File: src/rtl/bnpc_pkg.sv
package bnpc_pkg;

  typedef enum logic [1:0] {
    KIND_JUMP  = 2'd0,
    KIND_COND  = 2'd1,
    KIND_BREAK = 2'd2,
    KIND_RET   = 2'd3
  } br_kind_e;

  typedef enum logic [2:0] {
    CC_EQ  = 3'd0,
    CC_NE  = 3'd1,
    CC_LT  = 3'd2,
    CC_LE  = 3'd3,
    CC_GT  = 3'd4,
    CC_GE  = 3'd5,
    CC_RS6 = 3'd6,
    CC_RS7 = 3'd7
  } br_cond_e;

  typedef enum logic [1:0] {
    RET_PLAIN = 2'd0,
    RET_INTR  = 2'd1,
    RET_BRK   = 2'd2,
    RET_RSV   = 2'd3
  } ret_sel_e;

  typedef struct packed {
    logic taken;
    logic delay;
    logic link_we;
    logic bip_set;
    logic bip_clr;
    logic ie_set;
  } br_side_t;

endpackage

File: src/rtl/bnpc_cond.sv
module bnpc_cond
  import bnpc_pkg::*;
#(
  parameter int XLEN = 32
) (
  input  logic [XLEN-1:0] val_i,
  input  br_cond_e        cond_i,
  output logic            hit_o,
  output logic            is_neg_o,
  output logic            is_zero_o
);

  localparam int SIGN_BIT = XLEN - 1;

  function automatic logic test_cc(input br_cond_e cc, input logic neg, input logic zero);
    logic r;
    case (cc)
      CC_EQ:   r = zero;
      CC_NE:   r = !zero;
      CC_LT:   r = neg;
      CC_LE:   r = neg || zero;
      CC_GT:   r = !neg && !zero;
      CC_GE:   r = !neg;
      default: r = 1'b0;
    endcase
    return r;
  endfunction

  always_comb begin
    is_neg_o  = val_i[SIGN_BIT];
    is_zero_o = (val_i == '0);
    hit_o     = test_cc(cond_i, is_neg_o, is_zero_o);
  end

endmodule

File: src/rtl/bnpc_target.sv
module bnpc_target
  import bnpc_pkg::*;
#(
  parameter int XLEN       = 32,
  parameter int INSN_BYTES = 4
) (
  input  logic [XLEN-1:0] pc_i,
  input  logic [XLEN-1:0] reg_a_i,
  input  logic [XLEN-1:0] reg_b_i,
  input  logic [XLEN-1:0] imm_i,
  input  logic            use_imm_i,
  input  logic            absolute_i,
  input  br_kind_e        kind_i,
  input  logic            hit_i,
  output logic [XLEN-1:0] operand_o,
  output logic [XLEN-1:0] seq_pc_o,
  output logic [XLEN-1:0] next_pc_o
);

  localparam logic [XLEN-1:0] STEP = XLEN'(INSN_BYTES);

  function automatic logic [XLEN-1:0] pick_target(
      input logic [XLEN-1:0] base, input logic [XLEN-1:0] opnd, input logic abs_mode);
    return abs_mode ? opnd : (base + opnd);
  endfunction

  function automatic logic [XLEN-1:0] fall_through(input logic [XLEN-1:0] base);
    return base + STEP;
  endfunction

  logic [XLEN-1:0] jump_tgt;
  logic [XLEN-1:0] ret_tgt;

  always_comb begin
    operand_o = use_imm_i ? imm_i : reg_b_i;
    seq_pc_o  = fall_through(pc_i);
    jump_tgt  = pick_target(pc_i, operand_o, absolute_i);
    ret_tgt   = reg_a_i + imm_i;
    case (kind_i)
      KIND_JUMP:  next_pc_o = jump_tgt;
      KIND_COND:  next_pc_o = hit_i ? jump_tgt : seq_pc_o;
      KIND_BREAK: next_pc_o = operand_o;
      default:    next_pc_o = ret_tgt;
    endcase
  end

endmodule

File: src/rtl/bnpc_ctrl.sv
module bnpc_ctrl
  import bnpc_pkg::*;
(
  input  br_kind_e kind_i,
  input  ret_sel_e ret_sel_i,
  input  logic     hit_i,
  input  logic     link_i,
  input  logic     delay_i,
  output br_side_t side_o
);

  function automatic br_side_t decode_side(
      input br_kind_e k, input ret_sel_e rs, input logic hit, input logic lnk, input logic dly);
    br_side_t s;
    s = '0;
    case (k)
      KIND_JUMP: begin
        s.taken   = 1'b1;
        s.delay   = dly;
        s.link_we = lnk;
      end
      KIND_COND: begin
        s.taken = hit;
        s.delay = dly;
      end
      KIND_BREAK: begin
        s.taken   = 1'b1;
        s.link_we = 1'b1;
        s.bip_set = 1'b1;
      end
      default: begin
        s.taken   = 1'b1;
        s.delay   = 1'b1;
        s.ie_set  = (rs == RET_INTR);
        s.bip_clr = (rs == RET_BRK);
      end
    endcase
    return s;
  endfunction

  always_comb side_o = decode_side(kind_i, ret_sel_i, hit_i, link_i, delay_i);

endmodule

File: src/rtl/bnpc_unit.sv
module bnpc_unit
  import bnpc_pkg::*;
#(
  parameter int XLEN       = 32,
  parameter int INSN_BYTES = 4
) (
  input  logic            clk,
  input  logic            rst_n,
  input  logic            issue_i,
  input  logic [1:0]      kind_i,
  input  logic [2:0]      cond_i,
  input  logic            absolute_i,
  input  logic            link_i,
  input  logic            delay_i,
  input  logic            use_imm_i,
  input  logic [1:0]      ret_sel_i,
  input  logic [XLEN-1:0] pc_i,
  input  logic [XLEN-1:0] reg_a_i,
  input  logic [XLEN-1:0] reg_b_i,
  input  logic [XLEN-1:0] imm_i,
  output logic            done_o,
  output logic [XLEN-1:0] next_pc_o,
  output logic            taken_o,
  output logic            delay_pending_o,
  output logic            link_we_o,
  output logic [XLEN-1:0] link_val_o,
  output logic            bip_set_o,
  output logic            bip_clr_o,
  output logic            ie_set_o
);

  localparam logic [XLEN-1:0] STEP = XLEN'(INSN_BYTES);

  br_kind_e kind_w;
  br_cond_e cond_w;
  ret_sel_e ret_w;

  assign kind_w = br_kind_e'(kind_i);
  assign cond_w = br_cond_e'(cond_i);
  assign ret_w  = ret_sel_e'(ret_sel_i);

  // named internal events, visible to the assertions below
  logic            cond_hit;
  logic            a_neg;
  logic            a_zero;
  logic [XLEN-1:0] operand_w;
  logic [XLEN-1:0] seq_pc_w;
  logic [XLEN-1:0] next_pc_w;
  br_side_t        side_w;

  bnpc_cond #(.XLEN(XLEN)) u_cond (
    .val_i     (reg_a_i),
    .cond_i    (cond_w),
    .hit_o     (cond_hit),
    .is_neg_o  (a_neg),
    .is_zero_o (a_zero)
  );

  bnpc_target #(.XLEN(XLEN), .INSN_BYTES(INSN_BYTES)) u_target (
    .pc_i       (pc_i),
    .reg_a_i    (reg_a_i),
    .reg_b_i    (reg_b_i),
    .imm_i      (imm_i),
    .use_imm_i  (use_imm_i),
    .absolute_i (absolute_i),
    .kind_i     (kind_w),
    .hit_i      (cond_hit),
    .operand_o  (operand_w),
    .seq_pc_o   (seq_pc_w),
    .next_pc_o  (next_pc_w)
  );

  bnpc_ctrl u_ctrl (
    .kind_i    (kind_w),
    .ret_sel_i (ret_w),
    .hit_i     (cond_hit),
    .link_i    (link_i),
    .delay_i   (delay_i),
    .side_o    (side_w)
  );

  always_ff @(posedge clk) begin
    if (!rst_n) begin
      done_o          <= 1'b0;
      next_pc_o       <= '0;
      taken_o         <= 1'b0;
      delay_pending_o <= 1'b0;
      link_we_o       <= 1'b0;
      link_val_o      <= '0;
      bip_set_o       <= 1'b0;
      bip_clr_o       <= 1'b0;
      ie_set_o        <= 1'b0;
    end else begin
      done_o <= issue_i;
      if (issue_i) begin
        next_pc_o       <= next_pc_w;
        taken_o         <= side_w.taken;
        delay_pending_o <= side_w.delay;
        link_we_o       <= side_w.link_we;
        link_val_o      <= pc_i;
        bip_set_o       <= side_w.bip_set;
        bip_clr_o       <= side_w.bip_clr;
        ie_set_o        <= side_w.ie_set;
      end else begin
        taken_o         <= 1'b0;
        delay_pending_o <= 1'b0;
        link_we_o       <= 1'b0;
        bip_set_o       <= 1'b0;
        bip_clr_o       <= 1'b0;
        ie_set_o        <= 1'b0;
      end
    end
  end

  // a failed signed test must fall through by one instruction
  assert_fallthrough_R3: assert property (@(posedge clk) disable iff (!rst_n)
    (done_o && !taken_o) |-> (next_pc_o == $past(pc_i) + STEP));

  // the link value is always the address of the resolved instruction
  assert_link_pc_R5: assert property (@(posedge clk) disable iff (!rst_n)
    link_we_o |-> (done_o && link_val_o == $past(pc_i)));

  // break: taken, linked, never delayed
  assert_break_shape_R7: assert property (@(posedge clk) disable iff (!rst_n)
    bip_set_o |-> (taken_o && link_we_o && !delay_pending_o));

  // a return always carries a delay slot and never links
  assert_return_delay_R8: assert property (@(posedge clk) disable iff (!rst_n)
    (issue_i && kind_w == KIND_RET) |=> (delay_pending_o && !link_we_o && taken_o));

  // at most one status-bit update per instruction
  assert_status_single_R8: assert property (@(posedge clk) disable iff (!rst_n)
    $onehot0({bip_set_o, bip_clr_o, ie_set_o}));

  // idle cycle: nothing reported, target held
  assert_idle_hold_R9: assert property (@(posedge clk) disable iff (!rst_n)
    !issue_i |=> (!done_o && !taken_o && !link_we_o && $stable(next_pc_o)));

  // the decoder never reports both sign and zero for reg A
  assert_sign_zero_R2: assert property (@(posedge clk) disable iff (!rst_n)
    !(a_neg && a_zero));

endmodule

File: config.mk
export PLATFORM = sky130hd
export DESIGN_NAME = bnpc_unit
export DESIGN_NICKNAME = d
export VERILOG_FILES = /design/src/rtl/bnpc_pkg.sv /design/src/rtl/bnpc_cond.sv /design/src/rtl/bnpc_target.sv /design/src/rtl/bnpc_ctrl.sv /design/src/rtl/bnpc_unit.sv
export SDC_FILE = /design/constraint.sdc
export NUM_CORES = 1
export LEC_CHECK = 0
export BUFFER_PORTS_ARGS = -buffer_cell sky130_fd_sc_hd__buf_4
export CAP_MARGIN = 15
export CORE_UTILIZATION = 50
export CTS_CLUSTER_DIAMETER = 100
export DETAILED_ROUTE_END_ITERATION = 8
export GPL_ROUTABILITY_DRIVEN = 0
export PLACE_DENSITY = 0.87
export SYNTH_ARGS = -nofsm -noshare
export SYNTH_HDL_FRONTEND = slang
export SYNTH_SLANG_ARGS = --single-unit
File: constraint.sdc
create_clock -name clk -period 6.1 [get_ports clk]
set_input_delay 0.915 -clock clk [delete_from_list [all_inputs] [get_ports clk]]
set_output_delay 0.915 -clock clk [all_outputs]
set_load 0.01 [all_outputs]
Yosys cells after proc, flatten, opt, wreduce, memory -nomap -nowiden --
Cells that the tools add are included.
Cells by class: add/subtract/negate cells 3, multipliers 0, divide/modulo/power cells 0, $lt $le $gt $ge 0, equality and inequality tests 9, shift-type cells 0, mux-type cells 9, bitwise operators 2, reductions and logical operators 10
Operators by type and width (number):
- $mux 32 | 3
- $pmux 32 s3 | 1
- $add 32x32->32 | 2
- $add 32x3->32 const B | 1
- $logic_not 32->1 | 1
- $eq 3x2->1 const B | 2
- $eq 3x3->1 const B | 2
- $pmux 1 s6 | 1
- $reduce_or 5->1 | 1
- $eq 2x1->1 const B | 2
- $eq 2x2->1 const B | 2
- $pmux 1 s2 | 2
- $eq 3x1->1 const B | 1
- $logic_not 3->1 | 1
- $logic_not 1->1 | 2
- $logic_not 2->1 | 1
- $mux 1 | 2
- $not 1->1 | 2
- $reduce_and 2->1 | 1
- $reduce_or 2->1 | 1
- $logic_and 1x1->1 | 1
- $logic_or 1x1->1 | 1
Storage, ports and cells: bits in registers 71, latch bits 0, memory bits (writable) 0, bits in read-only memories 0, input port bits 142, output and inout port bits 71, word-level logic and storage cells 42, memories kept 0

Longest topological paths before layout --
Gate-level depths: netlist (run 1).
word-level depth 6, mapped depth 16, mapped depth without buffers 14

Cells and area by module --
From an unflattened synthesis (run 1), not the netlist that was laid out.
Unflattened totals: cells, all modules 967, area, all modules 7936.4 sq um
Modules (own cells, without submodules):
- bnpc_target | times used 1, cells an instance 720, area an instance 5021.1 sq um, sequential area each 0.0 sq um
- bnpc_unit | times used 1, cells an instance 221, area an instance 2645.0 sq um, sequential area each 1421.4 sq um
- bnpc_cond | times used 1, cells an instance 20, area an instance 211.5 sq um, sequential area each 0.0 sq um
- bnpc_ctrl | times used 1, cells an instance 6, area an instance 58.8 sq um, sequential area each 0.0 sq um

Worst setup path before layout (run 1) --
OpenSTA, ideal clock, no wires.
path type input to register, start in use_imm_i, end reg next_pc_o[31], data arrival time 4.609 ns, required time 5.967 ns, setup slack 1.357 ns, stages on the path 16, path through clkbuf_1 > clkbuf_1 > buf_1 > mux2i_1 > inv_1 > ha_1 > a211oi_1 > o21ai_1 > a21o_1 > a2111o_1 > a311oi_4 > o221ai_2 > a21oi_2 > mux2i_1 > a41oi_2 > a21boi_2
On the way: longest elaborated chain between the ends 5
Ends and longest elaborated chain:
- start, declared | line bnpc_unit.sv:15 | input logic use_imm_i,
- $mux 32 * | line bnpc_target.sv:35 | operand_o = use_imm_i ? imm_i : reg_b_i;
- $add 32x32->32 | line bnpc_target.sv:24 | return abs_mode ? opnd : (base + opnd);
- $mux 32 | line bnpc_target.sv:24
- $mux 32 | line bnpc_target.sv:41 | KIND_COND: next_pc_o = hit_i ? jump_tgt : seq_pc_o;
- $pmux 32 s3 * | line bnpc_target.sv:39 | case (kind_i)
- end signal, assigned | line bnpc_unit.sv:96 | next_pc_o <= next_pc_w;
- end, declared | line bnpc_unit.sv:22 | output logic [XLEN-1:0] next_pc_o,
Every way passes the cells marked *; elsewhere a longest branch is shown, timed or not. A chain may end at the register's enable or synchronous reset.

Worst setup path in the final report (run 1) --
Ends and elaborated chain as after synthesis.

==> flow_metrics.tcl, run 1 <==
set metrics [dict create \
    finalHoldViolCount 0 \
    die_area_um2 15400 \
    setup-tns-final_ns 0 \
    number_of_enable_flip_flop_cells_after_synthesis 0 \
    clk_latency_ns 0.35 \
    fp.dieW_um 124 \
    power_density_nw_per_um2 193 \
    grt.overflow.total 0 \
    timing.max_slew.rel_slack 0.306 \
    path_class "in2reg" \
    leakage_nw 4.24 \
    drt_first_pass_iters 8 \
    port_buffers 212 \
    run_status "completed" \
    cts_sinks 71 \
    placeableCoreArea_um2 14500 \
    cp-end-kind "flip-flop" \
    placement_rows 44 \
    avgSynthCellArea_um2 8.02 \
    route.antenna.remaining_nets 0 \
    tritoncts "built" \
    r2r-start "next_pc_o[28]" \
    drv.max_cap_violation_count 0 \
    vdd.ir_drop.worst_v 0.000147 \
    timing.final.ws_setup_ns 1.70 \
    synth.ff_latch_count 71 \
    tritoncts.num_buffers 9 \
    synth_net_count 1142 \
    timing.hold.ws_ns 0.487 \
    cp_data_required_time_ns 6.30 \
    drt-wirelength-per-cell_um 20.0 \
    drv_slew 0 \
    warning_count_from_the_yosys_run 0 \
    synth_ff_type "dfxtp_1" \
    critical_path.max_stage_delay_ns 0.50 \
    pre_cts_ws_ns 1.48 \
    synth_area_um2 7460 \
    area.growth.synth_to_final_pct 26.3 \
    final_net_count 1330 \
    postCtsSetupRepairBufs 0 \
    layout-drive-gt1-share 0.254 \
    timing.critical_path.mode_cell "mux2i_1" \
    hold_class "reg2reg" \
    track_usage 0.334 \
    antenna_found_initial 0 \
    totalWireLength_mm 26.2 \
    unrepaired_setup_endpoints_after_global_routing "no" \
    path_cells "buf_4 > mux2i_1 > inv_1 > ha_1 > a211oi_1 > o21ai_1 > a21o_1 > a2111o_1 > a311oi_4 > o221ai_2 > a21oi_2 > mux2i_1 > a41oi_2 > a21boi_2" \
    synth_top_cells_by_area "dfxtp_1 19%, ha_1 11%, xnor2_1 5.5%, mux2i_1 5.4%, a21oi_1 5.0%" \
    floorplan.die.height_um 124 \
    drt-initial-drc-count 1292 \
    root_buffer "clkbuf_16" \
    final_min_period_over_clock_period 0.721 \
    cts.hold.buffers_added 0 \
    worst_path_dominant_cell_family "compound AO/OA/AOI/OAI gates" \
    synth_seq_area_share 0.190 \
    final.setup_skew_ns 0 \
    drt_drc_violations_left 0 \
    postLayoutCoreUtil 0.649 \
    synthDominantCellAreaShare 0.190 \
    crit_path_start_kind "input pin" \
    synth_top_area_cell "dfxtp_1" \
    ys_top_cells_by_count "75 x nand2_1, 74 x a21oi_1, 71 x dfxtp_1" \
    asyncSetResetFlopFracSynth 0 \
    number_of_global_route_vias_before_repair 7524 \
    first_pass_grt_wire_length_mm 39.0 \
    bufs_and_invs_on_worst_path 2 \
    floorplan.initialDensity 0.514 \
    finalWorstPathRequiredPeriod_ns 4.40 \
    critical_path_peak_fanout 32 \
    dominant_cell_by_count_in_the_synthesized_netlist "nand2_1" \
    antenna_cells_inserted 0 \
    cts_htree_levels 3 \
    via_per_inst 6.42 \
    boundaryPins 213 \
    grt_max_degree 55 \
    finalSetupViolCount 0 \
    post_cts_repair_resize_count 0 \
    worstMarginPinSlew_ns 1.04 \
    holdCritStartpoint "next_pc_o[17]" \
    max_clock_freq_mhz 227 \
    yosysUniqueCellTypes 80 \
    routed-via-count 8394 \
    cts.path.max_buffers 2 \
    worst_setup_hold_path_clk_slew_ns 0.06 \
    slowest_stage "a2111o_1" \
    dp_hpwl_mm 20.2 \
    startpoint "use_imm_i" \
    cp.arrival_ns 4.60 \
    synthesis.instances 931 \
]
## metrics by stage
step,cells,instance area [um2],power [mW]
after global placement,1292,9150,1.27
after global routing,1308,9430,1.90
after CTS,1308,9430,1.79
final,1308,9430,1.82
after detailed placement,1292,9150,1.28
after floorplan,931,7460,1.02
## cell usage in the layout (no fill, tap or decap), types with 26 or more instances in the layout
| cell type | n |
|---|---|
| mux2_2 | 30 |
| dfxtp_1 | 71 |
| buf_4 | 215 |
| a21o_1 | 26 |
| ha_1 | 67 |
| nor2_1 | 57 |
| mux2i_1 | 40 |
| nand2_1 | 75 |
| a221oi_1 | 27 |
| xor2_1 | 30 |
| xnor2_1 | 47 |
| nor2b_1 | 44 |
| inv_1 | 27 |
| a21oi_1 | 74 |
| o21ai_0 | 54 |
## final timing paths
path | to | slack, ns | depth (start not counted)
setup / recovery | next_pc_o[31] | 1.70 | 14
hold / removal | next_pc_o[17] | 0.49 | 1
setup reg to reg | next_pc_o[28] | 4.99 | 5
hold reg to reg | next_pc_o[17] | 0.49 | 1
## area by class of cell
type	instances	area (um2)
multi-input cells	794	5780
inverters	28	105
well taps	184	230
flip-flops and latches	71	1420
clock buffers	12	256
fillers	1214	5110
repair buffers	215	1610
clock inverters	4	20.0
## power by group
group	switching [mW]	internal (mW)	total, mW
clock	0.217	0.295	0.512
sequential	0.0220	0.497	0.519
combinational	0.436	0.352	0.788
## routing by layer
| layer | wire [um] | vias to the layer above | track usage |
|---|---|---|---|
| met1 | 10300 | 3812 | 0.438 |
| li1 | - | 3862 | - |
| met2 | 11300 | 625 | 0.511 |
| met5 | 0 | - | 0 |
| met4 | 960 | 0 | 0.140 |
| met3 | 3630 | 95 | 0.0916 |
## flip-flops by register name (all words and copies together), names as in the netlist
signal and cells:
bip_set_o 1, bip_clr_o 1, taken_o 1, link_val_o 32, delay_pending_o 1, done_o 1, next_pc_o 32, ie_set_o 1
link_we_o 1
## kinds of logic (layout without fill, tap and decap cells)
logic type	after synthesis	in the layout	synth area share
muxes	70	70	0.0989
and+or+nand+nor	275	275	0.186
xor gates and xnor gates	77	77	0.0904
adders and majority gates	69	69	0.118
DFF	71	71	0.190
buffers and inverters	66	259	0.0354
AOI/OAI and AO/OA	303	303	0.281
No activity file was read; power rests on OpenSTA's default activity.
==> inputs of run 2 (changes only) <==
--- a/config.mk
+++ b/config.mk
@@ -5,13 +5,14 @@
 export SDC_FILE = /design/constraint.sdc
 export NUM_CORES = 1
 export LEC_CHECK = 0
+export ABC_AREA = 1
 export BUFFER_PORTS_ARGS = -buffer_cell sky130_fd_sc_hd__buf_4
 export CAP_MARGIN = 15
 export CORE_UTILIZATION = 50
 export CTS_CLUSTER_DIAMETER = 100
 export DETAILED_ROUTE_END_ITERATION = 8
 export GPL_ROUTABILITY_DRIVEN = 0
-export PLACE_DENSITY = 0.87
+export PLACE_DENSITY = 0.88
 export SYNTH_ARGS = -nofsm -noshare
 export SYNTH_HDL_FRONTEND = slang
 export SYNTH_SLANG_ARGS = --single-unit
==> constraint.sdc (replaced) <==
create_clock -name clk -period 4.04 [get_ports clk]
set_input_delay 0.606 -clock clk [delete_from_list [all_inputs] [get_ports clk]]
set_output_delay 0.606 -clock clk [all_outputs]
set_load 0.01 [all_outputs]
==> run 2 against run 1 <==
- synthesized area grew 24%
- via count increased by 48%
- register-to-register slack worse by 1.8 ns
- die area increased by 24%
- first-iteration DRC count increased by 35%
- critical endpoint is now next_pc_o[18]
- largest cell class unchanged
- largest power group unchanged
- highest routed layer unchanged
==> flow_metrics.tcl, run 2 <==
set metrics [dict create \
    post_cts_repair_resize_count 0 \
    worstMarginPinSlew_ns 1.05 \
    antenna_found_initial 0 \
    avgSynthCellArea_um2 5.49 \
    clockPowerShare 0.273 \
    drt-initial-drc-count 1749 \
    cts_sinks 71 \
    drt_first_pass_iters 6 \
    p_switching_mw 1.29 \
    tritoncts.num_buffers 9 \
    cp.arrival_ns 3.65 \
    drv_slew 0 \
    ys_top_cells_by_count "533 x nand2_1, 208 x inv_1, 165 x nor2_1" \
    route.antenna.remaining_nets 0 \
    worst_r2r_path_depth 2 \
    most_frequent_cells_in_the_layout "533 x nand2_1, 219 x buf_4, 208 x inv_1" \
    drv.max_cap_violation_count 0 \
    hold_path_depth 2 \
    port_buffers 212 \
    synth_seq_area_share 0.154 \
    setup-tns-final_ns 0 \
    boundaryPins 213 \
    cts.hold.buffers_added 0 \
    asyncSetResetFlopFracSynth 0 \
    root_buffer "clkbuf_16" \
    finalSetupViolCount 0 \
    crit_path_start_kind "input pin" \
    power_switching_share 0.433 \
    drt-wirelength-per-cell_um 18.2 \
    totalWireLength_mm 38.2 \
    first_pass_grt_wire_length_mm 58.3 \
    tritoncts "built" \
    n_fill_cell 1668 \
    grt_max_degree 68 \
    yosysUniqueCellTypes 42 \
    leakage_nw 6.01 \
    die_area_um2 19000 \
    number_of_global_route_vias_before_repair 11300 \
    warning_count_from_the_yosys_run 0 \
    synth_area_um2 9250 \
    antenna_cells_inserted 0 \
    postLayoutCoreUtil 0.624 \
    floorplan.initialDensity 0.513 \
    finalHoldViolCount 0 \
    synth_net_count 1895 \
    postCtsSetupRepairBufs 0 \
    synth_ff_type "dfxtp_1" \
    routed-via-count 12400 \
    cts.path.max_buffers 2 \
    number_of_enable_flip_flop_cells_after_synthesis 0 \
    layout.area.seq_um2 1420 \
    final_net_count 2076 \
    via_per_inst 5.93 \
    final.setup_skew_ns 0 \
    final_min_period_over_clock_period 0.847 \
    power.internal_mw 1.69 \
    run_status "completed" \
    fp.dieW_um 138 \
    synth_top_area_cell "nand2_1" \
    finalWorstPathRequiredPeriod_ns 3.42 \
    drt_drc_violations_left 0 \
    cts_htree_levels 3 \
    hold_class "in2reg" \
    cp-end-kind "flip-flop" \
    track_usage 0.389 \
    placement_rows 49 \
    dp_hpwl_mm 30.4 \
    path_class "in2reg" \
    max_clock_freq_mhz 292 \
    multiInputGateArea_um2 6820 \
    timing.max_slew.rel_slack 0.301 \
    synth_top_cells_by_area "nand2_1 22%, dfxtp_1 15%, ha_1 9.1%, inv_1 8.4%, nand3_1 8.4%" \
    power.sequential.fraction 0.264 \
    layout-drive-gt1-share 0.141 \
    dominant_cell_by_count_in_the_synthesized_netlist "nand2_1" \
    synthDominantCellAreaShare 0.216 \
    pwr-share-comb 0.463 \
    timing.hold.ws_ns 0.414 \
    grt.overflow.total 0 \
    worst_setup_hold_path_clk_slew_ns 0.06 \
    layout_top_registers "link_val_o (32), next_pc_o (32)" \
    floorplan.die.height_um 138 \
    final_common_cell "nand2_1" \
    clk_latency_ns 0.35 \
    unrepaired_setup_endpoints_after_global_routing "no" \
    vdd.ir_drop.worst_v 0.000247 \
    power_density_nw_per_um2 265 \
    critical_path_peak_fanout 19 \
    area.growth.synth_to_final_pct 21.6 \
    synthesis.instances 1684 \
    cp_data_required_time_ns 4.27 \
    synth.ff_latch_count 71 \
    placeableCoreArea_um2 18000 \
]
-- run 2: changes by cell type after synthesis, sizes merged, moves of 57 or more --
cell   before  now
nor2       58  173
o21ai      70  127
nand2      76  539
a21oi      79  144
inv        27  209
nand3      22  160
-- run 2: path summary, 6_finish.rpt --
| path | to | startpoint | slack, ns |
|---|---|---|---|
| worst min register to register | next_pc_o[0] | next_pc_o[0] | 0.48 |
| worst max register to register | next_pc_o[29] | next_pc_o[29] | 3.23 |
| worst min-delay path | ie_set_o | ret_sel_i[1] | 0.41 |
| worst max-delay path | next_pc_o[18] | use_imm_i | 0.62 |
-- run 2: logic make-up (layout without fill, tap and decap cells) --
group,count (synthesis),after routing,synth area share
compound gates,305,305,0.174
xor+xnor,33,33,0.0313
fa+ha+maj,69,69,0.0950
buf+inv,260,446,0.109
flops,71,71,0.154
simple gates,946,946,0.437
-- run 2: cell type report --
type | instances | share of cell area
Multi-Input combinational cell | 1353 | 0.606
Timing Repair Buffer | 219 | 0.146
Sequential cell | 71 | 0.126
Inverter | 211 | 0.0704
Tap cell | 229 | 0.0255
Clock buffer | 9 | 0.0200
Clock inverter | 7 | 0.00556
-- run 2: critical path, stage by stage --
cell and delay (ns):
buf_4 0.08, inv_1 0.22, or2_2 0.36, o21ai_0 0.17, inv_1 0.10, ha_1 0.38
nand2_1 0.11, nor2_1 0.22, inv_1 0.14, nor2_1 0.27, nand4_1 0.21, nand4_1 0.14
nand3_1 0.09, nand2_1 0.10, o21ai_0 0.07, o21ai_0 0.28, a21oi_1 0.11
-- run 2: through the flow --
stage / area, um2 / power (mW) / setup WS [ns] / instances
detailed placement: 11000 / 2.12 / 0.436 / 2083
floorplan: 9250 / 1.64 / 0.791 / 1684
global route: 11300 / 3.13 / 0.427 / 2099
global placement: 11000 / 2.10 / 0.553 / 2083
CTS: 11300 / 2.92 / 0.797 / 2099
finish: 11300 / 2.98 / 0.618 / 2099
-- run 2: power by group through the flow --
stage / clock network [mW] / logic (mW) / registers (mW)
detailed placement: 0 / 1.32 / 0.800
global placement: 0 / 1.29 / 0.801
floorplan: 0 / 0.827 / 0.814
finish: 0.813 / 1.38 / 0.787
global route: 0.835 / 1.51 / 0.791
CTS: 0.806 / 1.33 / 0.786
-- run 2: per-layer routing --
layer	track usage	wire, um	vias up
met1	0.474	13500	5450
met5	0	0	-
met3	0.0984	5670	194
met2	0.608	16200	940
met4	0.254	2800	0
li1	-	-	5855
==> inputs of run 3 (changes only) <==
==> constraint.sdc (replaced) <==
create_clock -name clk -period 3.03 [get_ports clk]
set_input_delay 0.4545 -clock clk [delete_from_list [all_inputs] [get_ports clk]]
set_output_delay 0.4545 -clock clk [all_outputs]
set_load 0.01 [all_outputs]
==> run 3 against run 2 <==
- the flow now finishes with violations (DRC)
- count of clock-buffer cells in the layout unchanged
- clock power increased by 29%
- critical path depth grew 1
- combinational power up 41%
- cell count is 1.3% higher
- highest routed layer unchanged
==> flow_metrics.tcl, run 3 (synthesized netlist as in run 2, its figures left out) <==
set metrics [dict create \
    antenna_found_initial 0 \
    postCtsSetupRepairBufs 0 \
    drv_slew 0 \
    clk_latency_ns 0.35 \
    placeableCoreArea_um2 18000 \
    postLayoutCoreUtil 0.641 \
    drv.max_cap_violation_count 0 \
    boundaryPins 213 \
    max_clock_freq_mhz 346 \
    cts.path.max_buffers 2 \
    track_usage 0.404 \
    layout-drive-gt1-share 0.162 \
    final.setup_skew_ns 0 \
    failed_checks "DRC" \
    unrepaired_setup_endpoints_after_global_routing "no" \
    cp.arrival_ns 3.13 \
    cp-end-kind "flip-flop" \
    finalPower_mw 4.04 \
    port_buffers 212 \
    run_status "complete, but fails checks" \
    fp.dieW_um 138 \
    leakage_nw 6.15 \
    finalSetupViolCount 0 \
    drt_drc_violations_left 13 \
    critical_path_peak_fanout 11 \
    cts_htree_levels 3 \
    crit_path_start_kind "input pin" \
    dp_hpwl_mm 31.0 \
    die_area_um2 19000 \
    worst_setup_hold_path_clk_slew_ns 0.07 \
    via_per_inst 5.94 \
    grt_max_degree 55 \
    area.growth.synth_to_final_pct 24.9 \
    first_pass_grt_wire_length_mm 60.7 \
    route.antenna.remaining_nets 0 \
    tritoncts "built" \
    grt.overflow.total 0 \
    totalWireLength_mm 39.0 \
    root_buffer "clkbuf_16" \
    timing.final.ws_setup_ns 0.136 \
    pre_cts_ws_ns -0.149 \
    final_common_cell "nand2_1" \
    final_min_period_over_clock_period 0.955 \
    finalWorstPathRequiredPeriod_ns 2.89 \
    cp_data_required_time_ns 3.26 \
    final_net_count 2104 \
    power_density_nw_per_um2 350 \
    path_class "in2reg" \
    tritoncts.num_buffers 9 \
    vdd.ir_drop.worst_v 0.000353 \
    hold_class "in2reg" \
    placement_rows 49 \
    cts.hold.buffers_added 0 \
    drt-wirelength-per-cell_um 18.3 \
    finalHoldViolCount 0 \
    drt-initial-drc-count 1684 \
    routed-via-count 12600 \
    most_frequent_cells_in_the_layout "532 x nand2_1, 246 x buf_4, 208 x inv_1" \
    cts_sinks 71 \
    worst_r2r_path_depth 2 \
    layout_top_registers "link_val_o (32), next_pc_o (32)" \
    number_of_global_route_vias_before_repair 11600 \
    floorplan.die.height_um 138 \
    drt_first_pass_iters 9 \
    n_fill_cell 1672 \
    antenna_cells_inserted 0 \
    timing.max_slew.rel_slack 0.331 \
    post_cts_repair_resize_count 0 \
    hold_path_depth 2 \
    worstMarginPinSlew_ns 1.00 \
    floorplan.initialDensity 0.513 \
]
[run 3: cell types whose count changed in the layout (fill, tap and decap cells not counted), moves of 2 or more]
cell / delta
buf_4: +27
ha_1: -4
a21oi_2: +2
nor2_1: -7
o21ai_1: +2
o21ai_0: -3
nor2_2: +7
a21oi_1: -2
ha_4: +3
[run 3: final timing paths]
path                  from             to  slack [ns]
max              use_imm_i   next_pc_o[6]        0.14
min           ret_sel_i[1]       ie_set_o        0.27
max reg2reg  next_pc_o[29]  next_pc_o[29]        2.26
min reg2reg   next_pc_o[3]   next_pc_o[3]        0.47
[run 3: stage by stage]
step                      std cells  hold slack (ns)  area (um2)  setup TNS [ns]
after CTS                      2127            0.268       11500               0
after detailed placement       2111            0.461       11200           -1.15
after floorplan                1684            0.490        9250               0
after global routing           2127            0.274       11500               0
after global placement         2111            0.454       11200          -0.248
final                          2127            0.268       11500               0
[run 3: final cells by class]
type | instances | area, um2 | area share
inverter | 211 | 792 | 0.0686
tap | 229 | 287 | 0.0248
multi-input combinational | 1353 | 6900 | 0.597
sequential | 71 | 1420 | 0.123
timing repair buffer | 247 | 1870 | 0.162
clock buffer | 9 | 225 | 0.0195
clock inverter | 7 | 62.6 | 0.00542
[run 3: critical path, cell delays in order]
cell and delay (ns):
buf_4 0.16, inv_1 0.14, nand2_1 0.09, nand2_1 0.10
ha_1 0.22, inv_1 0.07, fa_1 0.39, inv_1 0.09
nand3_1 0.07, nand3_1 0.16, nand2_1 0.07, nand2_1 0.16
xnor2_1 0.13, o21ai_0 0.09, nand2_1 0.09, nand3_1 0.18
a21oi_1 0.38, nor2_1 0.07
[run 3: routing by layer]
layer  up-vias  wire [um]  global-route usage
li1       5908          -                   -
met1      5526      14100               0.510
met2       996      16800               0.631
met3       214       5470              0.0908
met4         0       2630               0.234
met5         -          0                   0
[run 3: power breakdown]
part	internal, mW	switching (mW)
logic	0.732	1.20
clock network	0.573	0.480
registers	1.00	0.0484
